===== src/rtl/cmt_pkg.sv =====
package cmt_pkg;
  typedef enum logic [2:0] {
    PH_RUN, PH_PRE, PH_SETTLE, PH_EXC, PH_SLEEP
  } phase_e;

  typedef enum logic {
    CLK_FAST = 1'b0,
    CLK_SLOW = 1'b1
  } clk_e;

  // settling wait length in fast ticks: 2^(code + base_log)
  function automatic int unsigned settle_len(input int unsigned code,
                                             input int unsigned base_log);
    return 32'd1 << (code + base_log);
  endfunction
endpackage


===== src/rtl/cmt_tick_sel.sv =====
module cmt_tick_sel
  import cmt_pkg::*;
(
  input  logic fast_tick,
  input  logic slow_tick,
  input  clk_e domain,
  output logic tick
);
  assign tick = (domain == CLK_SLOW) ? slow_tick : fast_tick;
endmodule


===== src/rtl/cmt_phase_cnt.sv =====
module cmt_phase_cnt #(
  parameter int CNT_W = 11
) (
  input  logic             clk,
  input  logic             rst_n,
  input  logic             clr,
  input  logic             tick,
  input  logic [CNT_W-1:0] limit,
  output logic             hit
);
  logic [CNT_W-1:0] cnt_q;

  always_ff @(posedge clk or negedge rst_n) begin
    if (!rst_n)      cnt_q <= '0;
    else if (clr)    cnt_q <= '0;
    else if (tick)   cnt_q <= cnt_q + 1'b1;
  end

  // last tick of the phase
  assign hit = tick && (cnt_q == limit - 1'b1);
endmodule


===== src/rtl/cmt_seq.sv =====
module cmt_seq
  import cmt_pkg::*;
#(
  parameter int PRE_CYC   = 3,
  parameter int EXC_CYC   = 14,
  parameter int WAIT_W    = 3,
  parameter int WAIT_LOG0 = 3,
  parameter int CNT_W     = 11
) (
  input  logic              clk,
  input  logic              rst_n,
  input  logic              sleep_req,
  input  logic              direct_en,
  input  logic              direct_irq_en,
  input  logic              irq_mask,
  input  logic              wake_irq,
  input  logic              target_sel,
  input  logic [WAIT_W-1:0] settle_sel,
  input  logic              hit,
  output phase_e            phase,
  output clk_e              mode,
  output logic              lock,
  output logic [CNT_W-1:0]  limit,
  output logic              cnt_clr,
  output logic              sw_evt,
  output logic              accept,
  output logic              exc_start,
  output logic              done
);
  phase_e            ph_q, ph_d;
  clk_e              mode_q, tgt_q;
  logic [WAIT_W-1:0] sel_q;
  logic              lock_q, exc_q, done_q, exc_go, fin;

  assign accept = (ph_q == PH_RUN) && sleep_req;

  always_comb begin
    ph_d   = ph_q;
    sw_evt = 1'b0;
    exc_go = 1'b0;
    fin    = 1'b0;
    unique case (ph_q)
      PH_RUN:
        if (sleep_req)
          ph_d = (direct_en && direct_irq_en && !irq_mask) ? PH_PRE : PH_SLEEP;
      PH_PRE:
        if (hit) begin
          sw_evt = 1'b1;
          if (mode_q == CLK_SLOW && tgt_q == CLK_FAST) ph_d = PH_SETTLE;
          else begin
            ph_d   = PH_EXC;
            exc_go = 1'b1;
          end
        end
      PH_SETTLE:
        if (hit) begin
          ph_d   = PH_EXC;
          exc_go = 1'b1;
        end
      PH_EXC:
        if (hit) begin
          ph_d = PH_RUN;
          fin  = 1'b1;
        end
      PH_SLEEP:
        if (wake_irq && !lock_q) ph_d = PH_RUN;
      default: ph_d = PH_RUN;
    endcase
  end

  always_comb begin
    unique case (ph_q)
      PH_PRE:    limit = CNT_W'(PRE_CYC);
      PH_SETTLE: limit = CNT_W'(settle_len(32'(sel_q), WAIT_LOG0));
      PH_EXC:    limit = CNT_W'(EXC_CYC);
      default:   limit = CNT_W'(1);
    endcase
  end

  assign cnt_clr = (ph_d != ph_q) || (ph_q == PH_RUN) || (ph_q == PH_SLEEP);

  always_ff @(posedge clk or negedge rst_n) begin
    if (!rst_n) begin
      ph_q   <= PH_RUN;
      mode_q <= CLK_FAST;
      tgt_q  <= CLK_FAST;
      sel_q  <= '0;
      lock_q <= 1'b0;
      exc_q  <= 1'b0;
      done_q <= 1'b0;
    end else begin
      ph_q   <= ph_d;
      exc_q  <= exc_go;
      done_q <= fin;
      if (accept) begin
        tgt_q  <= clk_e'(target_sel);
        sel_q  <= settle_sel;
        lock_q <= irq_mask;
      end
      if (sw_evt) mode_q <= tgt_q;
    end
  end

  assign phase     = ph_q;
  assign mode      = mode_q;
  assign lock      = lock_q;
  assign exc_start = exc_q;
  assign done      = done_q;
endmodule


===== src/rtl/clk_mode_ctrl.sv =====
module clk_mode_ctrl
  import cmt_pkg::*;
#(
  parameter int PRE_CYC   = 3,
  parameter int EXC_CYC   = 14,
  parameter int WAIT_W    = 3,
  parameter int WAIT_LOG0 = 3
) (
  input  logic              clk,
  input  logic              rst_n,
  input  logic              fast_tick,
  input  logic              slow_tick,
  input  logic              sleep_req,
  input  logic              direct_en,
  input  logic              direct_irq_en,
  input  logic              irq_mask,
  input  logic              wake_irq,
  input  logic              target_sel,
  input  logic [WAIT_W-1:0] settle_sel,
  output logic [1:0]        cur_mode,
  output logic              clk_sel,
  output logic              cpu_halt,
  output logic              exc_start,
  output logic              done
);
  localparam int MAX_WAIT = 1 << ((1 << WAIT_W) - 1 + WAIT_LOG0);
  localparam int MAX_LEN  = (MAX_WAIT > EXC_CYC) ? MAX_WAIT : EXC_CYC;
  localparam int CNT_W    = $clog2(MAX_LEN + 1);

  phase_e           phase;
  clk_e             mode;
  logic             lock, tick, hit, cnt_clr, sw_evt, accept;
  logic [CNT_W-1:0] limit;

  // named internal events for the checker
  logic busy, sleep_locked;

  cmt_tick_sel u_tick (
    .fast_tick (fast_tick),
    .slow_tick (slow_tick),
    .domain    (mode),
    .tick      (tick)
  );

  cmt_phase_cnt #(.CNT_W(CNT_W)) u_cnt (
    .clk   (clk),
    .rst_n (rst_n),
    .clr   (cnt_clr),
    .tick  (tick),
    .limit (limit),
    .hit   (hit)
  );

  cmt_seq #(
    .PRE_CYC   (PRE_CYC),
    .EXC_CYC   (EXC_CYC),
    .WAIT_W    (WAIT_W),
    .WAIT_LOG0 (WAIT_LOG0),
    .CNT_W     (CNT_W)
  ) u_seq (
    .clk           (clk),
    .rst_n         (rst_n),
    .sleep_req     (sleep_req),
    .direct_en     (direct_en),
    .direct_irq_en (direct_irq_en),
    .irq_mask      (irq_mask),
    .wake_irq      (wake_irq),
    .target_sel    (target_sel),
    .settle_sel    (settle_sel),
    .hit           (hit),
    .phase         (phase),
    .mode          (mode),
    .lock          (lock),
    .limit         (limit),
    .cnt_clr       (cnt_clr),
    .sw_evt        (sw_evt),
    .accept        (accept),
    .exc_start     (exc_start),
    .done          (done)
  );

  assign busy         = (phase == PH_PRE) || (phase == PH_SETTLE) || (phase == PH_EXC);
  assign sleep_locked = lock;
  assign cur_mode     = {phase == PH_SLEEP, mode == CLK_SLOW};
  assign clk_sel      = (mode == CLK_SLOW);
  assign cpu_halt     = (phase == PH_PRE) || (phase == PH_SETTLE) || (phase == PH_SLEEP);
endmodule


===== config.mk =====
export PLATFORM = sky130hd
export DESIGN_NAME = clk_mode_ctrl
export DESIGN_NICKNAME = d
export VERILOG_FILES = /design/src/rtl/cmt_pkg.sv /design/src/rtl/cmt_tick_sel.sv /design/src/rtl/cmt_phase_cnt.sv /design/src/rtl/cmt_seq.sv /design/src/rtl/clk_mode_ctrl.sv
export SDC_FILE = /design/constraint.sdc
export NUM_CORES = 1
export LEC_CHECK = 0
export BUFFER_PORTS_ARGS = -buffer_cell sky130_fd_sc_hd__buf_2
export CORE_ASPECT_RATIO = 1.2
export CORE_UTILIZATION = 34
export CTS_CLUSTER_SIZE = 28
export DETAILED_ROUTE_END_ITERATION = 10
export PLACE_DENSITY = 0.53
export REMOVE_ABC_BUFFERS = 1
export SLEW_MARGIN = 0
export SYNTH_ARGS = -nofsm -noshare
export SYNTH_HDL_FRONTEND = slang
export SYNTH_SLANG_ARGS = --single-unit

===== constraint.sdc =====
create_clock -name clk -period 3 [get_ports clk]
set_input_delay 0.45 -clock clk [delete_from_list [all_inputs] [get_ports clk]]
set_output_delay 0.45 -clock clk [all_outputs]
set_load 0.03 [all_outputs]

# Yosys cells after proc, flatten, opt, wreduce, memory -nomap -nowiden

Cells that the tools add are included.

Add/sub/neg operators: 3
Multiply operators: 0
Divide/modulo/power cells: 0
$lt $le $gt $ge: 0
Equality and inequality tests: 6
Shift operators: 1
Mux-type cells: 18
Bitwise operators: 1
Reduce and logical (&&, ||, !) cells: 14

Operators with widths:

| kind                    | number |
|---|---|
| $pmux W11 S3            | 1 |
| $shl A1 B32 Y11 const A | 1 |
| $mux W11                | 2 |
| $mux W3                 | 6 |
| $pmux W3 S5             | 1 |
| $add A11 B1 Y11 const B | 1 |
| $eq A11 B11 Y1          | 1 |
| $sub A11 B1 Y11 const B | 1 |
| $mux W1                 | 7 |
| $eq A3 B2 Y1 const B    | 2 |
| $logic_and A1 B1 Y1     | 6 |
| $add A3 B2 Y4 const B   | 1 |
| $logic_or A1 B1 Y1      | 4 |
| $eq A3 B1 Y1 const B    | 1 |
| $eq A3 B3 Y1 const B    | 1 |
| $logic_not A3 Y1        | 1 |
| $ne A3 B3 Y1            | 1 |
| $logic_not A1 Y1        | 2 |
| $pmux W1 S2             | 1 |
| $reduce_bool A2 Y1      | 1 |
| $not A1 Y1              | 1 |

Register bits: 22
Bits in latches: 0
Bits in writable memories: 0
ROM bits: 0
Output and inout port bits: 6
Memories: 0

# Logic depth before layout (Yosys ltp)

Gate-level depths: netlist (run 1).

Depth in word-level cells: 12
Mapped depth: 11
Mapped depth without buffers: 9

# Hierarchy

Synthesis (run 1) repeated with hierarchy kept, for this count alone.

Cells, all modules: 166
Area total of the unflattened synthesis: 1564.0 um^2

Modules (own cells, without submodules):

| module        | instances | cells each | area each (um^2) | sequential area each (um^2) |
|---|---|---|---|---|
| cmt_phase_cnt | 1         | 100        | 900.9            | 275.3 |
| cmt_seq       | 1         | 60         | 611.8            | 275.3 |
| clk_mode_ctrl | 1         | 5          | 36.3             | 0.0 |
| cmt_tick_sel  | 1         | 1          | 15.0             | 0.0 |

# Least setup slack after synthesis (run 1)

OpenSTA, ideal clock, no wires.

Path kind: register -> register
Start: reg u_seq.ph_q[2], in the netlist u_seq.phase[2]
End: reg u_seq.ph_q[0], in the netlist u_seq.phase[0]
Arrival: 2.764 ns
Path slack: 0.110 ns
Cell stages (with the launch flop): 11
Path buffers: 1
Clock period less this slack: 2.890 ns
Cells stage by stage: dfrtp_1 buf_2 nand2b_1 inv_1 ha_1 nor2b_1 a22o_1 or3_1 a221o_1 or3_1 a311o_1

Longest elaborated chain between the ends: 7

RTL lines:

| element                                             | RTL line                                    | text |
|---|---|---|
| start, declared                                     | cmt_seq.sv:30                               | `phase_e ph_q, ph_d;` |
| start signal, assigned                              | cmt_seq.sv:92                               | `ph_q <= ph_d;` |
| $eq A3 B2 Y1 / $eq A3 B1 Y1 (equally long branches) | cmt_seq.sv:42, cmt_seq.sv:72                |  |
| $pmux W11 S3                                        | cmt_seq.sv:72                               | `unique case (ph_q)` |
| $sub A11 B1 Y11                                     | cmt_phase_cnt.sv:20                         | `assign hit = tick && (cnt_q == limit - 1'b1);` |
| $eq A11 B11 Y1                                      | cmt_phase_cnt.sv:20                         |  |
| $logic_and A1 B1 Y1                                 | cmt_phase_cnt.sv:20                         |  |
| $mux W3, on equally long branches                   | cmt_seq.sv:61, cmt_seq.sv:56, cmt_seq.sv:47 |  |
| $pmux W3 S5 (*)                                     | cmt_seq.sv:42                               | `unique case (ph_q)` |
| net u_seq.ph_d[0]                                   | cmt_seq.sv:30                               |  |

Mark *: on every way through the listed nets, which the timed path passes. The rest lies on a longest branch.
A chain may end at the register's enable or synchronous reset.

# Final worst setup path (run 1)

Start: reg u_seq.ph_q[2], in the netlist u_seq.phase[2]
End: reg u_seq.mode_q, in the netlist u_seq.mode

Longest elaborated chain between the ends: 7

RTL lines:

| element                                             | RTL line                     | text |
|---|---|---|
| $eq A3 B2 Y1 / $eq A3 B1 Y1 (equally long branches) | cmt_seq.sv:72, cmt_seq.sv:42 |  |
| $pmux W11 S3                                        | cmt_seq.sv:72                |  |
| $sub A11 B1 Y11                                     | cmt_phase_cnt.sv:20          |  |
| $eq A11 B11 Y1                                      | cmt_phase_cnt.sv:20          |  |
| $logic_and A1 B1 Y1                                 | cmt_phase_cnt.sv:20          |  |
| $mux W1                                             | cmt_seq.sv:47                | `if (hit) begin` |
| $mux W1 (*)                                         | cmt_seq.sv:42                |  |
| end signal, assigned                                | cmt_seq.sv:100               | `if (sw_evt) mode_q <= tgt_q;` |
| end, declared                                       | cmt_seq.sv:31                | `clk_e mode_q, tgt_q;` |

Mark *: on every way between the ends. The rest lies on a longest branch, timed or not.

==> summary.txt, run 1 <==
Outcome
  – Outcome: completed

Power and ir drop
  – Post-layout power: 1.01 mW
  – Power density over the cells: 603 nW/um^2
  – Worst IR Drop VDD: 0.000366 V
  – Leakage Power: 0.716 nW

Global routing
  – Via count of the first global-routing pass: 1193
  – Global-route usage over all layers: 17.2%
  – Pin count of the biggest net entering global routing: 23
  – Global-route wire length before repair: 5.71 mm
  – Overflow after GRT: 0
  – Antenna violations before repair: 0

Synthesis
  – Number of flip-flops and latches in the synthesized netlist: 22
  – Sequential fraction of the synthesis area: 37.7%
  – Yosys cell types: 45
  – Mean instance size in the synthesized netlist: 9.13 sq um
  – Syn Std Cell Area: 1460 sq um
  – Number of instances in the synthesized netlist: 160
  – Synth warnings: 0

CTS
  – Buffer cell driving the clock tree root: clkbuf_8
  – Worst-skew pair later-pin latency: 0.26 ns
  – Clock buffers created by TritonCTS: 3
  – CTS Hold Buffers Added: 0
  – TritonCTS clock tree: yes
  – Number of H-tree levels: 1
  – Clock-pin slew on the worst setup and hold paths: 0.08 ns
  – Number of buffers added for setup after CTS: 0
  – Number of buffers on the longest clock path: 2
  – Clock sink count: 22
  – Post-CTS Resized: 0

Routing
  – Number of optimization iterations in the first detailed-route pass: 4
  – Total wire length after detailed routing: 3.18 mm
  – Number of antenna-violating nets in the routed design: 0
  – Routed via count divided by cell count: 5.10
  – DRC marker count from the first detailed-route iteration: 37
  – Routed length per instance: 13.6 microns
  – Post-detailed-route DRC marker count: 0
  – Via count: 1194

Floorplanning
  – Vertical extent of the die: 73.8 microns
  – Initial Utilization: 36.2%
  – Area of the core: 4040 sq um
  – Floorplan row count: 25
  – Total I/O pin count: 19
  – Horizontal die dimension: 61.9 microns
  – Die footprint: 4570 sq um

Finish
  – Share of post-route cells with drive strength above 1: 23.9%
  – Antenna diodes: 0
  – Nets: 197
  – Synthesis-to-layout area growth: 15.0%
  – Number of cells in the finished layout apart from fillers: 234

STA
  – Setup-failing EPs final: 0
  – PnR worst setup slack: 0.143 ns
  – Number of pins with negative max-slew slack in the final report: 0
  – Hold Vio Cnt, Final: 0
  – Rel. slew slack: 66.9%
  – Max Fclk: 0.350 GHz
  – RSZ-0062 raised after global routing: false
  – Min Tclk post-route: 2.86 ns
  – Slew of the pin with the lowest slew margin: 0.496 ns
  – Worst Clk Skew: 0.00183 ns
  – Ratio of final minimum period to clock period: 95.2%
  – Sum of negative setup slack: 0 ns

Placement
  – Buffers on Ports: 18
  – DP Cell Count: 231
  – Worst Setup Slack post-DPL: 0.135 ns
  – GP Congestion: 0.837
  – Detailed placer's ending HPWL: 2.52 mm

Setup path
  – Minimum setup slack among reg-to-reg paths: 0.14 ns
  – Worst r2r src: u_seq.phase[2]
  – Worst Path Arrival: 3.01 ns
  – Delay of the slowest cell on the worst path: 0.50 ns
  – Cell Chain, Critical Path: buf_4 > or3b_1 > or4_4 > a211oi_2 > o2111ai_2 > nor4b_1 > mux2_2
  – Crit-path slowest cell: or4_4
  – Classification of the worst setup path: flop to flop
  – Largest delay contributor family on the critical path: simple AND/OR/NAND/NOR gates
  – Worst reg2reg path endpoint: u_seq.mode
  – Required time at the endpoint of the critical path: 3.15 ns
  – Number of cells on the worst reg-to-reg path: 7
  – Crit path buffers/inverters: 1
  – Largest driver fanout on the critical path: 7
  – Startpoint type of the worst setup path: flop
  – Crit end category: flop

Run
  – Maximum Capacitance Violations: 0

Min path
  – Type of the worst min-delay path: primary input to async pin
-- state kept, by name (all words and copies together) (netlist names) --
| register | cells |
|---|---|
| u_cnt.cnt_q | 11 |
| u_seq.phase | 3 |
| u_seq.sel_q | 3 |
| u_seq.done | 1 |
| u_seq.exc_start | 1 |
| u_seq.lock | 1 |
| u_seq.mode | 1 |
| u_seq.tgt_q | 1 |
-- power breakdown --
part           internal, mW  switching (mW)  leakage, nW  total, mW
logic                 0.179           0.249        0.401      0.428
registers             0.346          0.0543        0.293      0.400
clock network        0.0897          0.0947       0.0216      0.184
total                 0.615           0.398        0.716       1.01
-- through the flow --
step | hold WS, ns | utilization [%] | area [sq um]
6_report | 0.140 | 41.6 | 1680
5_1_grt | 0.185 | 41.6 | 1680
4_1_cts | 0.162 | 41.6 | 1680
3_5_place_dp | 0.452 | 40.6 | 1640
3_3_place_gp | 0.442 | 40.6 | 1640
2_1_floorplan | 0.154 | - | 1410
-- cells in the mapped netlist (all sizes together) --
cell type	number	area share [%]
and4b	1	0.68
a22o	1	0.60
clkbuf	3	0.77
o31ai	2	1.0
nand2b	2	0.86
a311o	1	0.68
a211oi	1	0.86
or4b	1	0.68
or2	1	0.43
nand3	1	0.34
a221o	1	0.68
o2111ai	1	1.0
nand2	13	3.3
nor4b	2	1.2
o21a	1	0.51
xor2	5	3.0
xnor2	15	9.0
or3b	1	0.60
a31oi	2	0.86
mux2	7	5.4
and4	1	0.60
nor2	25	6.4
or3	2	0.86
a211o	1	0.60
nor4	3	1.3
a21oi	4	1.4
o311ai	1	1.1
nand4	3	1.3
o211a	1	0.68
o2bb2ai	1	0.60
nand3b	4	2.1
mux2i	1	0.68
inv	5	1.3
nand4bb	1	0.77
dfrtp	22	38
o21ai	3	1.0
maj3	1	0.68
and3	3	1.3
buf	7	2.5
nor2b	2	0.86
nor3	4	1.4
ha	2	1.7
or4	1	0.77
-- routing by layer --
layer  up-vias  routed length (microns)  track usage [%]
li1        602                        -                -
met1       572                     1480             23.2
met2        16                     1560             26.6
met3         4                       71             2.99
met4         0                       60             7.16
met5         -                        0                0
-- placed cells by master, fill, tap and decap left out, types with 2 or more instances in the layout --
| master | netlist | final |
|---|---|---|
| a21oi_1 | 4 | 4 |
| a31oi_1 | 2 | 2 |
| and3_1 | 3 | 3 |
| buf_2 | 5 | 18 |
| buf_4 | 1 | 9 |
| clkbuf_8 | 0 | 3 |
| dfrtp_1 | 22 | 22 |
| ha_1 | 2 | 2 |
| inv_1 | 5 | 5 |
| mux2_2 | 7 | 7 |
| nand2_1 | 13 | 13 |
| nand2b_1 | 2 | 2 |
| nand3b_1 | 4 | 4 |
| nand4_1 | 3 | 3 |
| nor2_1 | 25 | 25 |
| nor2b_1 | 2 | 2 |
| nor3_1 | 4 | 4 |
| nor4_1 | 3 | 3 |
| nor4b_1 | 2 | 2 |
| o21ai_0 | 3 | 3 |
| o31ai_1 | 2 | 2 |
| or3_1 | 2 | 2 |
| xnor2_1 | 15 | 15 |
| xor2_1 | 5 | 5 |
-- cells by family after synthesis --
group / Yosys count / share of synthesized area [%]
AOI/OAI and AO/OA: 21 / 11.6
xor gates and xnor gates: 20 / 12.0
adders and majority gates: 3 / 2.40
buffers and inverters: 15 / 4.54
DFF: 22 / 37.7
muxes: 8 / 6.08
and+or+nand+nor: 71 / 25.7
-- worst max path at each step --
stage / startpoint / endpoint / slack, ns / depth (start not counted)
floorplan: u_seq.phase[2] / u_cnt.cnt_q[0] / -0.1 / 9
global placement: u_seq.phase[2] / u_seq.phase[1] / 0.20 / 7
detailed placement: u_seq.phase[2] / u_seq.mode / 0.14 / 7
CTS: u_seq.phase[2] / u_seq.mode / 0.13 / 7
global route: u_seq.phase[2] / u_seq.mode / 0.02 / 9
finish: u_seq.phase[2] / u_seq.mode / 0.14 / 7
-- layout make-up --
| class | count | area, sq um |
|---|---|---|
| fillers | 415 | 2350 |
| multi-input cells | 123 | 845 |
| flip-flops and latches | 22 | 551 |
| repair buffers | 27 | 158 |
| well taps | 54 | 67.6 |
| clock buffers | 3 | 41.3 |
| inverters | 5 | 18.8 |
-- worst register-to-register path, delay by kind of cell (launching register included) --
family,cells,cell delay (ns)
AOI/OAI and AO/OA,2,0.48
muxes,1,0.38
buffers and inverters,1,0.18
DFF,1,0.42
and+or+nand+nor,3,1.29
Power figures use the tool's default switching activity.
==> inputs of run 2 (changes only) <==
--- a/config.mk
+++ b/config.mk
@@ -7,10 +7,10 @@
 export LEC_CHECK = 0
 export BUFFER_PORTS_ARGS = -buffer_cell sky130_fd_sc_hd__buf_2
 export CORE_ASPECT_RATIO = 1.2
-export CORE_UTILIZATION = 34
+export CORE_UTILIZATION = 51
 export CTS_CLUSTER_SIZE = 28
 export DETAILED_ROUTE_END_ITERATION = 10
-export PLACE_DENSITY = 0.53
+export PLACE_DENSITY = 0.74
 export REMOVE_ABC_BUFFERS = 1
 export SLEW_MARGIN = 0
 export SYNTH_ARGS = -nofsm -noshare
==> run 2 against run 1 <==
  * Combinational power increased by 1%
  * Wire length fell by 6.9%
  * Global-route usage grew 5.0 points
  * Largest power group unchanged
  * Count of clock-buffer cells in the layout unchanged
  * Cell count shrank 9.0%
  * Critical path type unchanged
==> summary.txt, run 2 (synthesis gave the netlist of run 1 again) <==
Placement
  – Buffers on Ports: 18
  – DP Cell Count: 210
  – GP Congestion: 0.858
  – Detailed placer's ending HPWL: 2.34 mm

STA
  – Number of pins with negative max-slew slack in the final report: 0
  – Setup-failing EPs final: 0
  – Hold Vio Cnt, Final: 0
  – Slew of the pin with the lowest slew margin: 0.502 ns
  – Ratio of final minimum period to clock period: 95.3%
  – Max Fclk: 0.350 GHz
  – Worst Clk Skew: 0.00894 ns
  – Rel. slew slack: 66.5%
  – Min Tclk post-route: 2.86 ns

Global routing
  – Via count of the first global-routing pass: 1179
  – Global-route usage over all layers: 22.2%
  – Overflow after GRT: 0
  – Pin count of the biggest net entering global routing: 23
  – Antenna violations before repair: 0
  – Global-route wire length before repair: 5.00 mm

Min path
  – Type of the worst min-delay path: primary input to async pin

Setup path
  – Cell Chain, Critical Path: nand2b_1 > inv_1 > ha_1 > nor2b_1 > a22o_1 > or3_1 > a221o_1 > or3_1 > a311o_1
  – Worst reg2reg path endpoint: u_seq.phase[0]
  – Required time at the endpoint of the critical path: 3.20 ns
  – Number of cells on the worst reg-to-reg path: 9
  – Crit path buffers/inverters: 1
  – Crit-path slowest cell: dfrtp_1
  – Delay of the slowest cell on the worst path: 0.46 ns
  – Minimum setup slack among reg-to-reg paths: 0.14 ns
  – Worst Path Arrival: 3.06 ns
  – Classification of the worst setup path: flop to flop
  – Startpoint type of the worst setup path: flop
  – Crit end category: flop
  – Largest delay contributor family on the critical path: compound AO/OA/AOI/OAI gates
  – Worst r2r src: u_seq.phase[1]
  – Largest driver fanout on the critical path: 7
  – Library cell appearing most often on the critical path: or3_1

Routing
  – Number of optimization iterations in the first detailed-route pass: 5
  – Routed via count divided by cell count: 5.74
  – Total wire length after detailed routing: 2.96 mm
  – Via count: 1223
  – DRC marker count from the first detailed-route iteration: 34
  – Number of antenna-violating nets in the routed design: 0
  – Routed length per instance: 13.9 microns
  – Post-detailed-route DRC marker count: 0

CTS
  – Clock buffers created by TritonCTS: 3
  – Number of buffers on the longest clock path: 2
  – Clock sink count: 22
  – Post-CTS Resized: 0
  – Buffer cell driving the clock tree root: clkbuf_4
  – Worst-skew pair later-pin latency: 0.30 ns
  – Number of H-tree levels: 1
  – CTS Hold Buffers Added: 0
  – Clock-pin slew on the worst setup and hold paths: 0.12 ns
  – TritonCTS clock tree: yes
  – Number of buffers added for setup after CTS: 0

Finish
  – Commonest non-fill, non-tap cells in the layout: nor2_1 (25), dfrtp_1 (22), buf_2 (18), xnor2_1 (15), nand2_1 (13)
  – Flip-flop count of the largest register, all copies and words added: 11
  – Share of post-route cells with drive strength above 1: 25.0%
  – Synthesis-to-layout area growth: 12.8%
  – Number of cells in the finished layout apart from fillers: 213
  – Nets: 197
  – Finished Core Util: 62.7%
  – Biggest register: u_cnt.cnt_q
  – Most common cell after layout, fill and taps aside: nor2_1
  – Antenna diodes: 0

Outcome
  – Outcome: completed

Floorplanning
  – Area of the core: 2630 sq um
  – Vertical extent of the die: 60.6 microns
  – Total I/O pin count: 19
  – Floorplan row count: 20
  – Die footprint: 3080 sq um
  – Initial Utilization: 55.6%
  – Horizontal die dimension: 50.9 microns

Power and ir drop
  – Worst IR Drop VDD: 0.000484 V
  – Leakage Power: 0.710 nW
  – Power density over the cells: 586 nW/um^2

Run
  – Maximum Capacitance Violations: 0
==> run 2: cell types whose count changed in the layout (fill, tap and decap cells not counted) <==
cell / previous run / this run
clkbuf_4: 0 / 3
clkbuf_8: 3 / 0
nor4_2: 0 / 1
nor4b_2: 0 / 1
nor4b_1: 2 / 1
nor4_1: 3 / 2
==> run 2: how the worst max path moves through the flow <==
stage | from | to | depth (start not counted)
after floorplan | u_seq.phase[2] | u_cnt.cnt_q[0] | 9
after global placement | u_seq.phase[2] | u_seq.phase[0] | 7
after detailed placement | u_seq.phase[1] | u_seq.mode | 9
after CTS | u_seq.phase[1] | u_seq.mode | 9
after global routing | u_seq.phase[2] | u_seq.phase[0] | 8
final | u_seq.phase[1] | u_seq.phase[0] | 9
==> run 2: where the power goes <==
part	switching [mW]	total [mW]	internal [mW]
registers	0.0546	0.401	0.346
clock network	0.0843	0.131	0.0468
logic	0.254	0.434	0.180
total	0.393	0.966	0.573
==> run 2: through the flow <==
stage / hold slack (ns) / setup slack [ns] / area (sq um) / TNS (ns) / total power, mW
floorplan: 0.154 / -0.0976 / 1410 / -1.06 / 0.693
global placement: 0.436 / 0.234 / 1610 / 0 / 0.823
detailed placement: 0.440 / 0.172 / 1610 / 0 / 0.837
CTS: 0.107 / 0.155 / 1640 / 0 / 0.965
global route: 0.127 / -0.00975 / 1650 / -0.00975 / 1.03
finish: 0.0885 / 0.142 / 1650 / 0 / 0.966
==> run 2: worst register-to-register path, cell delays in order, from the launching register on <==
cell and delay, ns:
dfrtp_1 0.46, nand2b_1 0.13, inv_1 0.09, ha_1 0.26, nor2b_1 0.16, a22o_1 0.20, or3_1 0.34, a221o_1 0.42
or3_1 0.33, a311o_1 0.35
==> run 2: final cells by class <==
type,count,area (sq um)
inverters,5,18.8
multi-input cells,123,857
flip-flops and latches,22,551
well taps,33,41.3
clock buffers,3,22.5
repair buffers,27,158
fillers,234,980
==> run 2: per-layer routing <==
metal | track usage [%] | part of all wire, % | routed length (microns) | vias up
met5 | 0 | 0 | 0 | -
met4 | 6.75 | 1.5 | 44 | 0
met3 | 3.26 | 4.4 | 131 | 6
met2 | 41.3 | 50 | 1460 | 38
met1 | 26.4 | 45 | 1320 | 577
li1 | - | - | - | 602
==> inputs of run 3 (changes only) <==
--- a/config.mk
+++ b/config.mk
@@ -5,9 +5,10 @@
 export SDC_FILE = /design/constraint.sdc
 export NUM_CORES = 1
 export LEC_CHECK = 0
+export ABC_AREA = 1
 export BUFFER_PORTS_ARGS = -buffer_cell sky130_fd_sc_hd__buf_2
 export CORE_ASPECT_RATIO = 1.2
-export CORE_UTILIZATION = 51
+export CORE_UTILIZATION = 52
 export CTS_CLUSTER_SIZE = 28
 export DETAILED_ROUTE_END_ITERATION = 10
 export PLACE_DENSITY = 0.74
==> run 3 against run 2 <==
  * Synthesized cell count rose by 46%
  * Design area rose by 9.3%
  * Highest routed layer unchanged
  * Critical path type unchanged
  * Critical path depth is 9 higher
  * Sequential power fell by 1%
  * Count of clock-buffer cells in the layout up 1
  * Critical endpoint is now u_cnt.cnt_q[0]
==> summary.txt, run 3 <==
Setup path
  – Crit-path slowest cell: dfrtp_1
  – Number of cells on the worst reg-to-reg path: 18
  – Largest delay contributor family on the critical path: simple AND/OR/NAND/NOR gates
  – Delay of the slowest cell on the worst path: 0.46 ns
  – Worst r2r src: u_seq.phase[2]
  – Classification of the worst setup path: flop to flop
  – Required time at the endpoint of the critical path: 3.23 ns
  – Minimum setup slack among reg-to-reg paths: 0.21 ns
  – Largest driver fanout on the critical path: 9
  – Worst reg2reg path endpoint: u_cnt.cnt_q[0]
  – Crit end category: flop
  – Worst Path Arrival: 3.02 ns
  – Crit path depth: 18
  – Cell Chain, Critical Path: inv_2 > nand2_2 > ha_1 > nand2_1 > inv_1 > nor2_1 > nand2_1 > nor2_1 > nand2_1 > nor2_1 > nand4_1 > nor2_2 > nand3_2 > nand2_2 > nand3_4 > o21ai_4 > nand2_4 > nor3_2
  – Crit path buffers/inverters: 2
  – Startpoint type of the worst setup path: flop

Floorplanning
  – Area of the core: 2890 sq um
  – Initial Utilization: 56.8%
  – Die footprint: 3390 sq um
  – Total I/O pin count: 19
  – Floorplan row count: 21
  – Horizontal die dimension: 53.3 microns
  – Vertical extent of the die: 63.6 microns

Routing
  – Post-detailed-route DRC marker count: 0
  – Number of optimization iterations in the first detailed-route pass: 4
  – DRC marker count from the first detailed-route iteration: 48
  – Via count: 1554
  – Total wire length after detailed routing: 3.55 mm
  – Number of antenna-violating nets in the routed design: 0
  – Routed via count divided by cell count: 5.38
  – Routed length per instance: 12.3 microns

CTS
  – Number of H-tree levels: 1
  – TritonCTS clock tree: yes
  – Buffer cell driving the clock tree root: clkbuf_4
  – Clock-pin slew on the worst setup and hold paths: 0.13 ns
  – Clock sink count: 22
  – Clock buffers created by TritonCTS: 3
  – Number of buffers on the longest clock path: 2
  – CTS Hold Buffers Added: 0
  – Worst-skew pair later-pin latency: 0.31 ns

STA
  – Hold Vio Cnt, Final: 0
  – Max Fclk: 0.359 GHz
  – Worst Clk Skew: 0.00681 ns
  – Setup-failing EPs final: 0
  – Ratio of final minimum period to clock period: 92.9%
  – Min Tclk post-route: 2.79 ns
  – Number of pins with negative max-slew slack in the final report: 0
  – Sum of negative setup slack: 0 ns
  – RSZ-0062 raised after global routing: false
  – Slew of the pin with the lowest slew margin: 0.536 ns
  – Rel. slew slack: 64.1%

Finish
  – Commonest non-fill, non-tap cells in the layout: nand2_1 (58), nor2_1 (34), inv_1 (28), dfrtp_1 (22), nand3_1 (19)
  – Nets: 271
  – Synthesis-to-layout area growth: 9.76%
  – Share of post-route cells with drive strength above 1: 20.0%
  – Number of filler instances in the final layout: 283
  – Most common cell after layout, fill and taps aside: nand2_1
  – Post-layout instance area: 1800 sq um
  – Flip-flop count of the largest register, all copies and words added: 11
  – Antenna diodes: 0
  – Biggest register: u_cnt.cnt_q

Outcome
  – Outcome: completed

Synthesis
  – Post-synthesis async set-or-reset flop share: 100%
  – Synth warnings: 0
  – Mean instance size in the synthesized netlist: 7.02 sq um
  – Most frequently used flop master after synthesis: dfrtp_1
  – Number of synthesized flops with an enable pin: 0
  – Cell type with the highest aggregate area in the netlist: dfrtp_1
  – Number of instances in the synthesized netlist: 234
  – Post-synth top area share: 33.5%
  – Top cells by area in the synthesized netlist: dfrtp_1 (34%), nand2_1 (13%), nor2_1 (7.8%), inv_1 (6.4%), nand3_1 (5.8%)
  – Sequential fraction of the synthesis area: 33.5%
  – Number of flip-flops and latches in the synthesized netlist: 22
  – Syn Std Cell Area: 1640 sq um
  – Most common library cells after synthesis: nand2_1 (59), nor2_1 (34), inv_1 (28), dfrtp_1 (22), nand3_1 (19)
  – Yosys cell types: 29
  – Dominant cell by count in the synthesized netlist: nand2_1

Global routing
  – Pin count of the biggest net entering global routing: 23
  – Global-route usage over all layers: 24.7%
  – Via count of the first global-routing pass: 1476
  – Antenna violations before repair: 0
  – Overflow after GRT: 0
  – Global-route wire length before repair: 6.29 mm

Power and ir drop
  – Leakage Power: 0.991 nW
  – Post-layout power: 753 uW
  – Worst IR Drop VDD: 0.000312 V
  – Power density over the cells: 418 nW/um^2

Min path
  – Type of the worst min-delay path: primary input to async pin

Placement
  – GP Congestion: 0.901
  – Buffers on Ports: 18
  – Placed cell areas: 1760 sq um
  – Detailed placer's ending HPWL: 2.76 mm

Run
  – Maximum Capacitance Violations: 0
[run 3: cell count changes after synthesis, sizes merged, moves of 5 or more]
| cell | before | now |
|---|---|---|
| inv | 5 | 32 |
| nor2 | 25 | 42 |
| nand4 | 3 | 10 |
| mux2 | 7 | 0 |
| buf | 7 | 2 |
| xor2 | 5 | 10 |
| nand3 | 1 | 24 |
| xnor2 | 15 | 0 |
| nand2 | 13 | 65 |
[run 3: worst max path at each step]
stage,endpoint,start
floorplan,u_cnt.cnt_q[0],u_seq.phase[2]
global placement,u_cnt.cnt_q[1],u_seq.phase[2]
detailed placement,u_cnt.cnt_q[0],u_seq.phase[2]
CTS,u_cnt.cnt_q[0],u_seq.phase[2]
global route,u_cnt.cnt_q[0],u_seq.phase[2]
finish,u_cnt.cnt_q[0],u_seq.phase[2]
[run 3: cells by family (layout without fill, tap and decap cells)]
logic type                 count (synthesis)  count (layout)  synth area share [%]
AOI/OAI and AO/OA                         17              17                  6.71
xor gates and xnor gates                  10              10                  5.34
adders and majority gates                  2               2                  1.52
buffers and inverters                     34              55                  8.46
DFF                                       22              22                  33.5
and+or+nand+nor                          149             149                  44.4
[run 3: power by group]
group / internal, mW / switching, mW / total [mW] / leakage (nW)
registers: 0.337 / 0.0590 / 0.396 / 0.253
clock network: 0.0740 / 0.0925 / 0.166 / 0.0210
logic: 0.0818 / 0.109 / 0.191 / 0.717
total: 0.493 / 0.260 / 0.753 / 0.991
[run 3: area by class of cell]
type / instances / area, sq um / share of cell area, %
clock buffers: 4 / 36.3 / 2.01
repair buffers: 19 / 97.6 / 5.42
inverters: 32 / 120 / 6.67
flip-flops and latches: 22 / 551 / 30.6
multi-input cells: 178 / 955 / 53.0
well taps: 34 / 42.5 / 2.36
[run 3: per-layer routing]
metal / share of wire [%] / track usage, % / vias to the layer above / wire [microns]
met5: 0 / 0 / - / 0
met4: 2.2 / 8.88 / 0 / 78
met3: 3.2 / 1.69 / 8 / 112
met2: 49 / 42.3 / 46 / 1730
met1: 46 / 31.5 / 705 / 1630
li1: - / - / 795 / -
[run 3: what timing repair did]
action                     CTS  global route
setup buffers                0             1
gates resized for setup      0             1
setup endpoints to repair    0             1
[run 3: worst register-to-register path, cell delays in order, from the launching register on]
cell and delay, ns:
dfrtp_1 0.46, inv_2 0.14, nand2_2 0.12, ha_1 0.35
nand2_1 0.09, inv_1 0.05, nor2_1 0.11, nand2_1 0.07
nor2_1 0.10, nand2_1 0.06, nor2_1 0.08, nand4_1 0.11
nor2_2 0.15, nand3_2 0.12, nand2_2 0.13, nand3_4 0.09
o21ai_4 0.21, nand2_4 0.13, nor3_2 0.14
[run 3: through the flow]
step | std cells | utilization [%] | hold WS (ns) | worst slack [ns]
after floorplan | 232 | - | 0.154 | 0.646
after global placement | 284 | 60.7 | 0.437 | 0.330
after detailed placement | 284 | 60.7 | 0.442 | 0.264
after CTS | 288 | 62.0 | 0.0968 | 0.202
after global routing | 289 | 62.3 | 0.119 | 0.0273
final | 289 | 62.3 | 0.0830 | 0.214
